===== config.mk =====
export PLATFORM = sky130hd
export DESIGN_NAME = topk_select_tree
export DESIGN_NICKNAME = d
export VERILOG_FILES = /design/src/rtl/topk_select_tree.sv
export SDC_FILE = /design/constraint.sdc
export NUM_CORES = 2
export LEC_CHECK = 0
export CORE_ASPECT_RATIO = 0.7
export CORE_MARGIN = 3
export CORE_UTILIZATION = 56
export DETAILED_ROUTE_END_ITERATION = 10
export GPL_ROUTABILITY_DRIVEN = 0
export PLACE_DENSITY = 0.8
export SLEW_MARGIN = 15
export SYNTH_ARGS = -nofsm -noshare
export SYNTH_HDL_FRONTEND = slang
export SYNTH_SLANG_ARGS = --single-unit

===== constraint.sdc =====
create_clock -name clk -period 23.6 [get_ports clk]
set_input_delay 4.72 -clock clk [delete_from_list [all_inputs] [get_ports clk]]
set_output_delay 4.72 -clock clk [all_outputs]
set_load 0.005 [all_outputs]

===== src/rtl/topk_select_tree.sv =====
module topk_select_tree #(
  parameter int N = 64,
  parameter int W = 16,
  parameter int K = 5,
  localparam int IDXW = $clog2(N)
) (
  input  logic              clk,
  input  logic              rst_n,
  input  logic              start,
  input  logic [N*W-1:0]    cand_in,
  output logic [K*W-1:0]    top_val,
  output logic [K*IDXW-1:0] top_idx,
  output logic              done
);

  localparam int LEVELS = IDXW;
  localparam int NW     = 1 + W + IDXW;
  localparam int NODES  = N - 2;
  localparam int STEPW  = $clog2(LEVELS);
  localparam int PASSW  = (K > 1) ? $clog2(K) : 1;
  localparam logic [STEPW-1:0] LAST_STEP = STEPW'(LEVELS - 1);
  localparam logic [PASSW-1:0] LAST_PASS = PASSW'(K - 1);

  function automatic int base(input int l);
    return N - 2 * (N >> l);
  endfunction

  function automatic logic [NW-1:0] pick(input logic [NW-1:0] a, input logic [NW-1:0] b);
    if (a[NW-1] != b[NW-1]) return a[NW-1] ? a : b;
    return (a[NW-2 -: W] >= b[NW-2 -: W]) ? a : b;
  endfunction

  logic [W-1:0]    cand_q [N];
  logic [N-1:0]    mask_q;
  logic [NW-1:0]   leaf   [N];
  logic [NW-1:0]   node_d [NODES];
  logic [NW-1:0]   node_q [NODES];
  logic [NW-1:0]   win;
  logic            busy_q, done_q;
  logic [STEPW-1:0] step_q;
  logic [PASSW-1:0] pass_q;
  logic [W-1:0]    val_q [K];
  logic [IDXW-1:0] idx_q [K];

  wire accept  = start & ~busy_q;
  wire at_last = busy_q & (step_q == LAST_STEP);
  wire wr      = at_last & win[NW-1];

  for (genvar i = 0; i < N; i++) begin : g_leaf
    assign leaf[i] = {~mask_q[i], cand_q[i], IDXW'(i)};
  end

  for (genvar l = 1; l < LEVELS; l++) begin : g_lvl
    for (genvar j = 0; j < (N >> l); j++) begin : g_node
      if (l == 1) begin : g_first
        assign node_d[j] = pick(leaf[2*j], leaf[2*j+1]);
      end else begin : g_inner
        assign node_d[base(l)+j] = pick(node_q[base(l-1)+2*j], node_q[base(l-1)+2*j+1]);
      end
    end
  end

  assign win = pick(node_q[NODES-2], node_q[NODES-1]);

  always_ff @(posedge clk) node_q <= node_d;

  always_ff @(posedge clk)
    if (accept)
      for (int i = 0; i < N; i++) cand_q[i] <= cand_in[i*W +: W];

  always_ff @(posedge clk or negedge rst_n) begin
    if (!rst_n) begin
      busy_q <= 1'b0;
      done_q <= 1'b0;
      step_q <= '0;
      pass_q <= '0;
      mask_q <= '0;
    end else begin
      done_q <= 1'b0;
      if (accept) begin
        busy_q <= 1'b1;
        step_q <= '0;
        pass_q <= '0;
        mask_q <= '0;
      end else if (busy_q) begin
        if (step_q == LAST_STEP) begin
          step_q <= '0;
          if (win[NW-1]) mask_q[win[IDXW-1:0]] <= 1'b1;
          if (pass_q == LAST_PASS) begin
            busy_q <= 1'b0;
            done_q <= 1'b1;
          end else begin
            pass_q <= pass_q + 1'b1;
          end
        end else begin
          step_q <= step_q + 1'b1;
        end
      end
    end
  end

  always_ff @(posedge clk or negedge rst_n) begin
    if (!rst_n) begin
      for (int k = 0; k < K; k++) begin
        val_q[k] <= '0;
        idx_q[k] <= '0;
      end
    end else begin
      for (int k = 0; k < K; k++)
        if (wr && pass_q == PASSW'(k)) begin
          val_q[k] <= win[IDXW +: W];
          idx_q[k] <= win[IDXW-1:0];
        end
    end
  end

  for (genvar k = 0; k < K; k++) begin : g_out
    assign top_val[k*W +: W]       = val_q[k];
    assign top_idx[k*IDXW +: IDXW] = idx_q[k];
  end

  assign done = done_q;

endmodule


## Word-level counts from Yosys, hierarchy flattened

Memories as Yosys holds them, arrays and structs flattened.
Index checks and enable logic that the tools add are counted.

- $add $sub $neg: 2
- $lt $le $gt $ge: 65
- Eq/ne operators: 69
- Muxes and demuxes: 338
- Bitwise logic cells: 69
- Reduce and logical (&&, ||, !) cells: 12

Operators by type and width:

| operator | number |
|---|---|
| $mux W23 | 252 |
| $ge A16 B16 Y1 | 63 |
| $mux W64 | 4 |
| $mux W1 | 74 |
| $not A1 Y1 | 65 |
| $or A64 B64 Y64 | 1 |
| $ne A1 B1 Y1 | 63 |
| $mux W3 | 7 |
| $lt A6 B7 Y1 const B | 1 |
| $add A3 B1 Y3 const B | 2 |
| $demux W1 S6 | 1 |
| $eq A3 B2 Y1 const B | 2 |
| $eq A3 B3 Y1 const B | 2 |
| $ge A6 B1 Y1 const B | 1 |
| $logic_and A1 B1 Y1 | 6 |
| $reduce_and A3 Y1 | 2 |
| $reduce_bool A2 Y1 | 3 |
| $and A1 B1 Y1 | 3 |
| $eq A3 B1 Y1 const B | 1 |
| $logic_not A3 Y1 | 1 |
| $ne A2 B2 Y1 const B | 1 |

- Bits in registers: 1608
- RAM bits: 1024
- Input port bits: 1027
- Output and inout port bits: 111
- Logic and storage cells: 633
- Memories: 1

Memories:

| name | depth | bits a word | rd ports | clocked after memory_dff | wr ports | line | text |
|---|---|---|---|---|---|---|---|
| cand_q | 64 | 16 | 64 | 0 | 64 | 33 | `logic [W-1:0] cand_q [N];` |

## Depth between registers and ports, before layout

- Depth in word-level cells: 12
- Depth in mapped cells: 10
- Gate-level depth less buffers: 9

## Worst setup path before layout

Ideal clock, no wire load.

- Kind: input-to-reg
- From: input port start
- To: memory cand_q[0][0] (enable)
- Library setup time: 1357 ps
- Arrival: 24612 ps
- Required time: 22243 ps
- Path slack: -2370 ps
- Cell stages on the path: 3
- Buffers on the path: 1
- Cells stage by stage: nand2b_1 -> clkbuf_1 -> inv_1

RTL lines:

| what | line | text |
|---|---|---|
| start: declaration | 9 | `input logic start,` |
| end: declaration | 33 |  |

==> run metrics <==
slowest cell on the critical path=sky130_fd_sc_hd__buf_4; highest attainable clock frequency=111 MHz; Period Utilization, post-route=38.2%; area fraction of the dominant cell type after synthesis=just over 30%; worst slack, placed=13.71 ns; count of endpoints failing setup in the final report=0; number of enable-type register cells in the synthesized netlist=1024; clock input transition at the sequential cells of the worst setup and hold paths=roughly 0.07 ns; CTS tree=done; reg-to-reg setup timing slack=18.64 ns; average routed wire per standard cell=23.2 µm; Worst setup SP type=input port; antenna violation net count after detailed routing=0; cell internal power dissipation=11.2 mW; startpoint of the most critical register-to-register path=busy_q; Data required, critical path=between 20 and 25 ns; drt initial violations=approximately 4700; sequential share of power=37.6%; number of pins with negative max-slew slack in the final report=0; slew at the pin with the worst max-slew slack=1.22 ns; data arrival time of the critical path=between 9 and 10 ns; vias per cell=5.46; global-route congestion overflow total=0; result of the run=finished clean; worst hold path class=flop to flop; endpoint type of the worst setup path=flop; mapped cell area=~0.1 mm²; post-layout min period=around 9.0 ns; parity-gate share of the synthesized area counting xor and xnor cells=less than 1%; overall routed net length=around 270 mm; worst min-delay path startpoint=node_q[278]; share of final-layout standard cells stronger than drive strength 1=16.0%; count of final hold-check violations=0; Avg Synthesized Cell Area=12.9 µm²; number of max-cap violations=0; overall via count from detail_route=63500; clock skew after layout=about 0.054 ns; DP Wirelength=205 mm; Chip Height=between 300 and 400 µm; # Post-CTS Setup Buffers=0; root buf cell=sky130_fd_sc_hd__clkbuf_16; chain of cells forming the critical path=clkdlybuf4s50_1 > nand2b_4 > clkinvlp_4 > buf_12 > buf_4 > buf_4; synthesized netlist net count=9875; synthesized-area fraction occupied by ao, oa, aoi and oai cells=under 10%; reg2reg path depth=5; net total in the final layout=11100; pin count of the biggest net entering global routing=195; terminus of the critical flop-to-flop path=cand_q[1][495]; power density cells=141 mW/mm²; number of global-route vias before repair=approximately 66000; final setup slack of the worst path=14.59 ns; chip width=approximately 500 µm; portion of the post-synthesis area used by sequential elements=58.5%; input/output buffers=1137; setup repair after global routing missed its margin=no; share of total power consumed by net switching=35.2%; worst-skew pair later-pin latency=0.83 ns; Static Leak=between 50 and 60 nW; Hold Path Depth=1; total of flip-flops plus latches after synthesis=2374; mux contribution to synthesized area=12.1%; kind of critical path=input port to flop; Core Region=0.177 mm²; maximum fanout encountered on the critical timing path=194; count of clock tree sinks=2374; post-synthesis cell count=7772; drt pass-1 iters=7; capture endpoint of the worst hold path=node_q[117]; initial core utilization=around 57%; share of power burned in the clock network=21.4%; count of cells resized by post-cts repair=0; worst vdd rail ir drop=0.0961 mV; Async S/R FF share, synth=7.67%; DRC Markers=0; cell type group with the largest total delay on the critical path=buffers and inverters; worst rel slew slack=18.9%; CTS HTree Levels=4; Comb power frac=41.0%; global-route usage over all layers=between 20% and 30%; post-synthesis share of cell area spent on full adders, half adders and majority gates=13.4%; number of antenna violations at the first check in global routing=60; synth warn=0; Crit path buffers/inverters=5; P&R area growth vs syn=21.7%; area share of and/or/nand/nor cells after synthesis=4.66%; most prevalent standard cell on the critical path=sky130_fd_sc_hd__buf_4; count of distinct cell types in the synthesized netlist=65; primary flip-flop cell chosen by synthesis mapping=sky130_fd_sc_hd__dfxtp_1; cell accounting for the most synthesized area=sky130_fd_sc_hd__edfxtp_1; net switching power=6.07 mW; Num CTS Buffers=approximately 210; Hold Buf Count CTS=0; clock buffer depth=3; dominant cells by area after synthesis=sky130_fd_sc_hd__edfxtp_1, sky130_fd_sc_hd__dfxtp_1, sky130_fd_sc_hd__ha_1; dominant combinational cell family by area after synthesis=adder cells; count of boundary I/O pins=around 1100; die area=0.184 mm²; maximum cell stage delay along the critical path=0.88 ns; TNS Setup=0 ns; standard-cell row count=around 130; first-pass GRT wire length=397 mm; post-route core utilization=68.8%; final-layout fill cell count=between 10000 and 15000; Total Power Consumption=17.2 mW
-- cell usage in the layout (no fill, tap or decap), drive strengths merged, types with 14 or more instances in the layout --
cell type         n
and4             14
a21o             34
nand4            78
o31a             22
dfrtp           182
clkdlybuf4s50  1136
diode            45
nor2            171
a2111o           15
nor3             28
nor4             61
edfxtp         1024
o22a             15
clkinv           59
nand2           389
a211oi           45
nor2b            24
buf              32
or3              17
a31oi            31
o21ai           314
inv            1217
a2111oi          51
clkbuf          319
o21a             44
dfxtp          1168
ha             1076
o2111ai          16
bufinv           16
nand2b           75
nand3            86
mux2i            23
a21oi           271
nand3b           14
mux2           1051
-- cell families (layout without fill, tap and decap cells) --
| group | after synthesis | count (layout) |
|---|---|---|
| AOI/OAI and AO/OA | 931 | 931 |
| DFF | 2374 | 2374 |
| xor gates and xnor gates | 1 | 1 |
| buffers and inverters | 1338 | 2788 |
| muxes | 1074 | 1074 |
| adders and majority gates | 1076 | 1076 |
| and+or+nand+nor | 978 | 978 |
| other | 0 | 45 |
-- registers in the layout, indices dropped and copies added (netlist names) --
name     cells
step_q       3
top_idx     30
top_val     80
busy_q       1
cand_q    1024
node_q    1168
pass_q       3
done         1
mask_q      64
-- final cells by class --
type / instances / area (µm²) / area share, %
diodes: 45 / 113 / 0.0923
well taps: 2358 / 2950 / 2.42
clock buffers: 319 / 6590 / 5.41
flip-flops and latches: 2374 / 58700 / 48.1
clock inverters: 91 / 1030 / 0.842
multi-input cells: 4060 / 36400 / 29.8
repair buffers: 1168 / 11600 / 9.55
inverters: 1210 / 4550 / 3.73
-- through the flow --
stage	hold WS (ns)	instance area (µm²)	instances
global placement	0.437	114000	11200
global route	0.469	122000	11600
detailed placement	0.441	114000	11200
CTS	0.448	122000	11600
finish	0.446	122000	11600
floorplan	0.433	100000	7772
-- Yosys cell counts, types with 19 or more instances --
library cell,number
sky130_fd_sc_hd__o21ai_0,303
sky130_fd_sc_hd__dfrtp_1,182
sky130_fd_sc_hd__o21a_1,44
sky130_fd_sc_hd__clkbuf_1,42
sky130_fd_sc_hd__a31oi_1,31
sky130_fd_sc_hd__mux2i_1,23
sky130_fd_sc_hd__nand3_1,86
sky130_fd_sc_hd__inv_1,1210
sky130_fd_sc_hd__nor4_1,61
sky130_fd_sc_hd__dfxtp_1,1168
sky130_fd_sc_hd__buf_6,19
sky130_fd_sc_hd__o31a_1,22
sky130_fd_sc_hd__a21oi_1,271
sky130_fd_sc_hd__nor2_1,171
sky130_fd_sc_hd__nand2_1,389
sky130_fd_sc_hd__a21o_1,34
sky130_fd_sc_hd__nand4_1,78
sky130_fd_sc_hd__a2111oi_0,51
sky130_fd_sc_hd__ha_1,1076
sky130_fd_sc_hd__buf_2,55
sky130_fd_sc_hd__edfxtp_1,1024
sky130_fd_sc_hd__a211oi_1,45
sky130_fd_sc_hd__nor3_1,28
sky130_fd_sc_hd__nor2b_1,24
sky130_fd_sc_hd__nand2b_1,75
sky130_fd_sc_hd__mux2_2,1022
-- worst max-delay path by stage --
stage | startpoint | endpoint | slack [ns] | cells after the start
after detailed placement | start | cand_q[0][11] | 13.71 | 6
after global routing | start | cand_q[1][494] | 14.32 | 6
after floorplan | start | cand_q[0][0] | 2.52 | 3
after global placement | start | cand_q[0][23] | 13.87 | 6
after CTS | start | cand_q[0][496] | 14.59 | 6
final | start | cand_q[1][495] | 14.59 | 6
-- power groups by stage --
stage	Clock [mW]	Combinational [mW]	Sequential, mW
2_1_floorplan	0	4.82	6.25
3_3_place_gp	0	6.77	6.47
3_5_place_dp	0	6.97	6.52
4_1_cts	3.73	7.09	6.47
5_1_grt	3.91	7.70	6.60
6_report	3.69	7.08	6.49
-- per-layer routing --
metal	up-vias	wire, µm	track usage, %
met5	-	92	0
met2	2180	128000	47.0
met4	12	12100	12.8
met1	30800	113000	36.9
li1	30000	-	-
met3	539	16700	5.29
Power figures use the tool's default switching activity.
